`src/rtl/ocp_pkg.sv`:
```
package ocp_pkg;

    typedef enum logic [1:0] {
        ST_BOOT    = 2'd0,
        ST_RUN     = 2'd1,
        ST_OC_HOLD = 2'd2,
        ST_UV      = 2'd3
    } ctl_state_t;

endpackage

```
`src/rtl/oc_trip_filter.sv`:
```
module oc_trip_filter #(
    parameter int TRIP_CYC = 53
) (
    input  logic clk,
    input  logic rst_n,
    input  logic oc_flag,
    output logic trip
);
    localparam int CW = (TRIP_CYC > 1) ? $clog2(TRIP_CYC) : 1;
    localparam logic [CW-1:0] LAST = CW'(TRIP_CYC - 1);

    logic [CW-1:0] run_cnt;

    // Consecutive-high counter, saturating one short of the filter length
    always_ff @(posedge clk or negedge rst_n) begin
        if (!rst_n) begin
            run_cnt <= '0;
        end else if (!oc_flag) begin
            run_cnt <= '0;
        end else if (run_cnt != LAST) begin
            run_cnt <= run_cnt + 1'b1;
        end
    end

    // Accepted on the edge that samples the TRIP_CYC-th consecutive high
    assign trip = oc_flag && (run_cnt == LAST);

endmodule

```
`src/rtl/oc_clear_timer.sv`:
```
module oc_clear_timer #(
    parameter int CLEAR_CYC = 6500
) (
    input  logic clk,
    input  logic rst_n,
    input  logic run,
    input  logic restart,
    output logic done
);
    localparam int CW = (CLEAR_CYC > 1) ? $clog2(CLEAR_CYC) : 1;
    localparam logic [CW-1:0] LAST = CW'(CLEAR_CYC - 1);

    logic [CW-1:0] tick;

    always_ff @(posedge clk or negedge rst_n) begin
        if (!rst_n) begin
            tick <= '0;
        end else if (!run || restart) begin
            tick <= '0;
        end else if (tick != LAST) begin
            tick <= tick + 1'b1;
        end
    end

    assign done = run && (tick == LAST);

endmodule

```
`src/rtl/oc_fault_fsm.sv`:
```
module oc_fault_fsm
    import ocp_pkg::*;
(
    input  logic clk,
    input  logic rst_n,
    input  logic supply_ok,
    input  logic oc_flag,
    input  logic trip,
    input  logic tmr_done,
    output logic tmr_run,
    output logic tmr_restart,
    output logic gate_en,
    output logic fault_n,
    output logic fault_is_oc
);
    ctl_state_t state, state_nx;

    // Next-state logic
    always_comb begin
        state_nx    = state;
        tmr_restart = 1'b0;
        unique case (state)
            ST_BOOT: begin
                if (supply_ok) state_nx = ST_RUN;
            end
            ST_RUN: begin
                if (trip)            state_nx = ST_OC_HOLD;
                else if (!supply_ok) state_nx = ST_UV;
            end
            ST_OC_HOLD: begin
                if (tmr_done) begin
                    if (!supply_ok) begin
                        state_nx = ST_UV;
                    end else if (oc_flag) begin
                        state_nx    = ST_OC_HOLD;
                        tmr_restart = 1'b1;
                    end else begin
                        state_nx = ST_RUN;
                    end
                end
            end
            ST_UV: begin
                if (supply_ok) state_nx = ST_RUN;
            end
            default: state_nx = ST_BOOT;
        endcase
    end

    // State register
    always_ff @(posedge clk or negedge rst_n) begin
        if (!rst_n) state <= ST_BOOT;
        else        state <= state_nx;
    end

    // Moore outputs
    always_comb begin
        gate_en     = 1'b0;
        fault_n     = 1'b0;
        fault_is_oc = 1'b0;
        tmr_run     = 1'b0;
        unique case (state)
            ST_BOOT: ;
            ST_RUN: begin
                gate_en = 1'b1;
                fault_n = 1'b1;
            end
            ST_OC_HOLD: begin
                fault_is_oc = 1'b1;
                tmr_run     = 1'b1;
            end
            ST_UV: ;
            default: ;
        endcase
    end

endmodule

```
`src/rtl/ocp_fault_ctrl.sv`:
```
module ocp_fault_ctrl #(
    parameter int TRIP_CYC  = 53,
    parameter int CLEAR_CYC = 6500
) (
    input  logic clk,
    input  logic rst_n,
    input  logic oc_flag,
    input  logic supply_ok,
    output logic gate_en,
    output logic fault_n,
    output logic fault_is_oc
);
    logic trip;
    logic tmr_run;
    logic tmr_restart;
    logic tmr_done;

    oc_trip_filter #(.TRIP_CYC(TRIP_CYC)) u_filter (
        .clk     (clk),
        .rst_n   (rst_n),
        .oc_flag (oc_flag),
        .trip    (trip)
    );

    oc_clear_timer #(.CLEAR_CYC(CLEAR_CYC)) u_timer (
        .clk     (clk),
        .rst_n   (rst_n),
        .run     (tmr_run),
        .restart (tmr_restart),
        .done    (tmr_done)
    );

    oc_fault_fsm u_fsm (
        .clk         (clk),
        .rst_n       (rst_n),
        .supply_ok   (supply_ok),
        .oc_flag     (oc_flag),
        .trip        (trip),
        .tmr_done    (tmr_done),
        .tmr_run     (tmr_run),
        .tmr_restart (tmr_restart),
        .gate_en     (gate_en),
        .fault_n     (fault_n),
        .fault_is_oc (fault_is_oc)
    );

endmodule

```
`config.mk`:
```
export PLATFORM = sky130hd
export DESIGN_NAME = ocp_fault_ctrl
export DESIGN_NICKNAME = d
export VERILOG_FILES = /design/src/rtl/ocp_pkg.sv /design/src/rtl/oc_trip_filter.sv /design/src/rtl/oc_clear_timer.sv /design/src/rtl/oc_fault_fsm.sv /design/src/rtl/ocp_fault_ctrl.sv
export SDC_FILE = /design/constraint.sdc
export NUM_CORES = 1
export LEC_CHECK = 0
export ABC_AREA = 1
export BUFFER_PORTS_ARGS = -buffer_cell sky130_fd_sc_hd__buf_2
export CORE_MARGIN = 4
export CORE_UTILIZATION = 40
export CTS_BUF_LIST = sky130_fd_sc_hd__clkbuf_4 sky130_fd_sc_hd__clkbuf_8
export DETAILED_ROUTE_END_ITERATION = 10
export PLACE_DENSITY = 0.54
export SLEW_MARGIN = 5
export SYNTH_ARGS = -nofsm -noshare
export SYNTH_HDL_FRONTEND = slang
export SYNTH_SLANG_ARGS = --single-unit
```
`constraint.sdc`:
```
create_clock -name clk -period 3.1 [get_ports clk]
set_input_delay 0.775 -clock clk [delete_from_list [all_inputs] [get_ports clk]]
set_output_delay 0.775 -clock clk [all_outputs]
set_load 0.01 [all_outputs]
```
=== Yosys cells after proc, flatten, opt, wreduce, memory -nomap -nowiden ===
Index checks and enable logic that the tools add are counted.

* Flip-flop bits (word level): 21
* Bits of input ports: 4
* Output and inout bits: 3
* Word-level logic and storage cells: 41

* Add/subtract/negate cells: 2
* Equal/unequal tests: 11
* Muxes and demuxes: 17
* Reductions and logical operators: 8

{| class="wikitable"
|+ Operators by type and width
! operator !! count
|-
| two-way mux 13 bit || 2
|-
| adder 13 x 1 -> 13 bit (second input constant) || 1
|-
| == test 13 bit (second input constant) || 1
|-
| inequality test 13 bit (second input constant) || 1
|-
| two-way mux 2 bit || 6
|-
| two-way mux 6 bit || 2
|-
| adder 6 x 1 -> 6 bit (second input constant) || 1
|-
| == test 6 bit (second input constant) || 1
|-
| two-way mux 1 bit || 6
|-
| inequality test 6 bit (second input constant) || 1
|-
| one-hot mux 2 bit (3 select lines) || 1
|-
| == test 2 bit (second input constant) || 2
|-
| inequality test 2 x 1 -> 1 bit (second input constant) || 2
|-
| inequality test 3 bit (second input constant) || 1
|-
| AND reduction 3 bit || 1
|-
| == test 2 x 1 -> 1 bit (second input constant) || 1
|-
| logical AND 1 bit || 2
|-
| zero test 2 bit || 1
|-
| inequality test 2 bit (second input constant) || 1
|-
| nonzero test 2 bit || 1
|-
| OR reduction 2 bit || 1
|-
| zero test 1 bit || 1
|-
| logical OR 1 bit || 1
|}

=== Depth between registers and ports, before layout ===
* Word-level depth: 7
* Mapped depth: 9
* Depth with buffers taken out: 9

=== Hierarchy ===
A second synthesis with hierarchy kept.

* Cells, all modules: 195
* Area total of the unflattened synthesis: 1372.6 µm²

{| class="wikitable"
|+ Modules (own cells, without submodules)
! module !! instances !! cells an instance !! area each (µm²) !! sequential area each (µm²)
|-
| oc_clear_timer || 1 || 118 || 790.8 || 325.3
|-
| oc_trip_filter || 1 || 43 || 354.1 || 150.1
|-
| oc_fault_fsm || 1 || 34 || 227.7 || 50.0
|}

=== Worst setup path before layout ===
Ideal clock, no wire load.

* Path type: register to output
* From: reg u_fsm.state[1]
* To: out gate_en
* Arrival time: 0.800 ns
* Setup slack: 1.525 ns
* Stages on the path, launching flop included: 4
* Buffers on the path: 1
* Cell sequence: dfrtp_1 > inv_1 > ha_1 > buf_4

* Longest elaborated chain between the ends: 2

{| class="wikitable"
|+ RTL lines
! item !! line !! text
|-
| start, declared || oc_fault_fsm.sv:16 || <nowiki>ctl_state_t state, state_nx;</nowiki>
|-
| start signal, assigned || oc_fault_fsm.sv:52 || <nowiki>else state <= state_nx;</nowiki>
|-
| == test 2 x 1 -> 1 bit || n/a ||
|-
| two-way mux 1 bit || n/a ||
|-
| end, declared || ocp_fault_ctrl.sv:9 || <nowiki>output logic gate_en,</nowiki>
|}

No other way between the ends.

=== Worst setup path after layout ===
* From: reg u_fsm.state[0]
* To: out fault_is_oc

* Longest elaborated chain between the ends: 2

{| class="wikitable"
|+ RTL lines
! item !! line !! text
|-
| == test 2 bit || oc_fault_fsm.sv:61 || <nowiki>unique case (state)</nowiki>
|-
| two-way mux 1 bit || oc_fault_fsm.sv:61 ||
|-
| end, declared || ocp_fault_ctrl.sv:11 || <nowiki>output logic fault_is_oc</nowiki>
|}

No other way between the ends.

==> impl_metrics.toml <==
[layout]
final_cell_mix = "nand2_1 (33), inv_1 (22), dfrtp_1 (21), nor2_1 (18), nand3_1 (16)"
drive_gt1_frac = 0.156
layout_commonest_cell = "nand2_1"
diodes = 0
syn_to_final_growth_pct = 8.30
design_area_um2 = 1400
fill_cells = 316
finalNetCount = 184

[timing]
rsz0062_at_grt = "no"
skew_ns = 0.00194
tns_ns = 0
tightest_slew_ns = 0.482
clock.fmax_mhz = 481
final-hold-violation-count = 0
drv_slew = 0
setup_viol = 0
hold_ws_ns = 0.398
fin_crit_sh = 0.670
slew_headroom = 0.679
min_period_ns = 2.08

[route]
vias_per_cell = 4.85
dr.pass1.iters = 4
drt_iter0_drc = 49
route.detailed.drc = 0
avgRoutedWirePerCell_um = 11.1
via_count = 1053
wl_um = 2400
drtAntennaViolNets = 0

[power_and_ir_drop]
p_clk_frac = 0.182
leakage_nw = 0.649
pwr-share-seq = 0.430
ir_worst_vdd_mv = 0.324
switchingPower_mw = 0.311
intPower_mw = 0.466
power_density_nw_per_um2 = 554
switching_share = 0.400
power_frac_comb = 0.388

[synth]
dominantRegCellSynth = "dfrtp_1"
synth_top_cell_by_area = "dfrtp_1"
ys.warnings.count = 0
synth.area.top_cells = "dfrtp_1 (41%), nand2_1 (9.6%), inv_1 (6.4%)"
yosysSeqAreaShare = 0.405
async_reset_ff_frac = 1.00
synth_nets = 174
syn_avg_cell_area_um2 = 7.90
ys_ff_latch = 21
syn_inst = 164
synth-edff-count = 0
synth.distinct_cells = 25
synth_top_area_frac = 0.405
syn-cell-area_um2 = 1300

[clocking]
numClockSinks = 21
postCtsResizedCells = 0
htreeDepth = 1
cts_tree = "yes"
clk_latency_ns = 0.31
cts_setup_buffers = 0
clockBufferDepth = 2
hold_buffers = 0
path_clk_slew_ns = 0.13
cts_buffers = 3
root_buffer = "clkbuf_4"

[critical_path]
start_kind = "flop"
crit_type = "reg2out"
cp.required_ns = 2.32
critPathLaunch = "u_fsm.state[0]"
end_kind = "primary output"
crit_chain = "inv_1 > ha_1 > buf_2"
critical_path.max_stage_delay_ns = 0.44
r2r_start = "u_timer.tick[0]"
cp_data_arrival_time_ns = 1.30
critPathMaxFanout = 7
slowest_stage = "dfrtp_1"

[global_routing]
grt_pass1_vias = 1044
grt_pass1_wl_um = 4380
grt_max_degree = 22
grt.total_usage = 0.132
overflow = 0
antenna_found_initial = 0

[floorplanning]
start_util = 0.421
die_w_um = 64.9
io_pins = 7
die_height_um = 64.9
die_area_um2 = 4220
fp-row-count = 20
core_area_um2 = 3080

[placement]
port_buffers = 6
hpwl_um = 1850
routabilityCongestion = 0.826
placedInstanceArea_um2 = 1370

[min_path]
hold_class = "in2async"

[run]
maxCapViolCount = 0

[run_status]
status = "finished, final reports clean"
cell usage after synthesis, types with 3 or more instances:
library cell and number:
nand2_1 33, inv_1 22, dfrtp_1 21, nor2_1 18
nand3_1 16, xor2_1 8, o21ai_0 7, ha_1 6
nand4_1 6, nor2_2 4, a21oi_1 3, nor3_1 3
sequential cells by signal, summed over array words and instances, names as in the netlist:
register          cells
u_timer.tick         13
u_filter.run_cnt      6
u_fsm.state           2
area by class of cell:
type                            instances  area [um^2]  share of cell area
Timing Repair Buffer                    6         30.0              0.0214
Sequential cell                        21          526               0.374
Inverter                               25         96.3              0.0686
Clock inverter                          1         7.51             0.00535
Clock buffer                            3         22.5              0.0160
Tap cell                               44         55.1              0.0392
Multi-Input combinational cell        117          667               0.475
stage by stage:
| stage | utilization | cells | power (mW) | setup WS, ns |
|---|---|---|---|---|
| after CTS | 0.456 | 217 | 0.791 | 0.997 |
| after global placement | 0.446 | 213 | 0.636 | 1.41 |
| after floorplan | - | 164 | 0.570 | 1.53 |
| final | 0.456 | 217 | 0.777 | 1.02 |
| after global routing | 0.456 | 217 | 0.847 | 0.904 |
| after detailed placement | 0.446 | 213 | 0.645 | 1.38 |
per-layer routing:
layer	wire length (um)	global-route usage	share of wire
met3	95	0.0416	0.040
met2	1200	0.234	0.50
met5	0	0	0
met1	1090	0.155	0.45
met4	13	0.0264	0.0054
cells by family (layout without fill, tap and decap cells):
logic type / count (synthesis) / count (layout) / synth area share
AND/OR/NAND/NOR: 89 / 89 / 0.338
buffers and inverters: 26 / 35 / 0.0801
flip-flops: 21 / 21 / 0.405
AO/OA/AOI/OAI: 13 / 13 / 0.0579
XOR/XNOR: 9 / 9 / 0.0608
adder cells (fa/ha/maj): 6 / 6 / 0.0579
final timing paths:
kind	end	slack, ns	cells after the start
max reg2reg	u_timer.tick[5]	1.51	8
max in group asynchronous	u_timer.tick[5]	2.38	1
min reg2reg	u_fsm.state[1]	0.52	2
min in group clk	u_fsm.state[1]	0.52	2
min	u_timer.tick[12]	0.40	1
max	fault_is_oc	1.02	3
worst max-delay path: cells and delay by family (launching register included):
kind / cells / cell delay [ns]
adder cells (fa/ha/maj): 1 / 0.29
buffers and inverters: 2 / 0.26
flip-flops: 1 / 0.44
power by group through the flow:
stage / Clock [mW] / Combinational, mW / Sequential (mW)
after floorplan: 0 / 0.238 / 0.332
after global placement: 0 / 0.299 / 0.337
after detailed placement: 0 / 0.306 / 0.339
after CTS: 0.151 / 0.306 / 0.334
after global routing: 0.162 / 0.346 / 0.339
final: 0.142 / 0.301 / 0.334
Power figures use the tool's default switching activity.
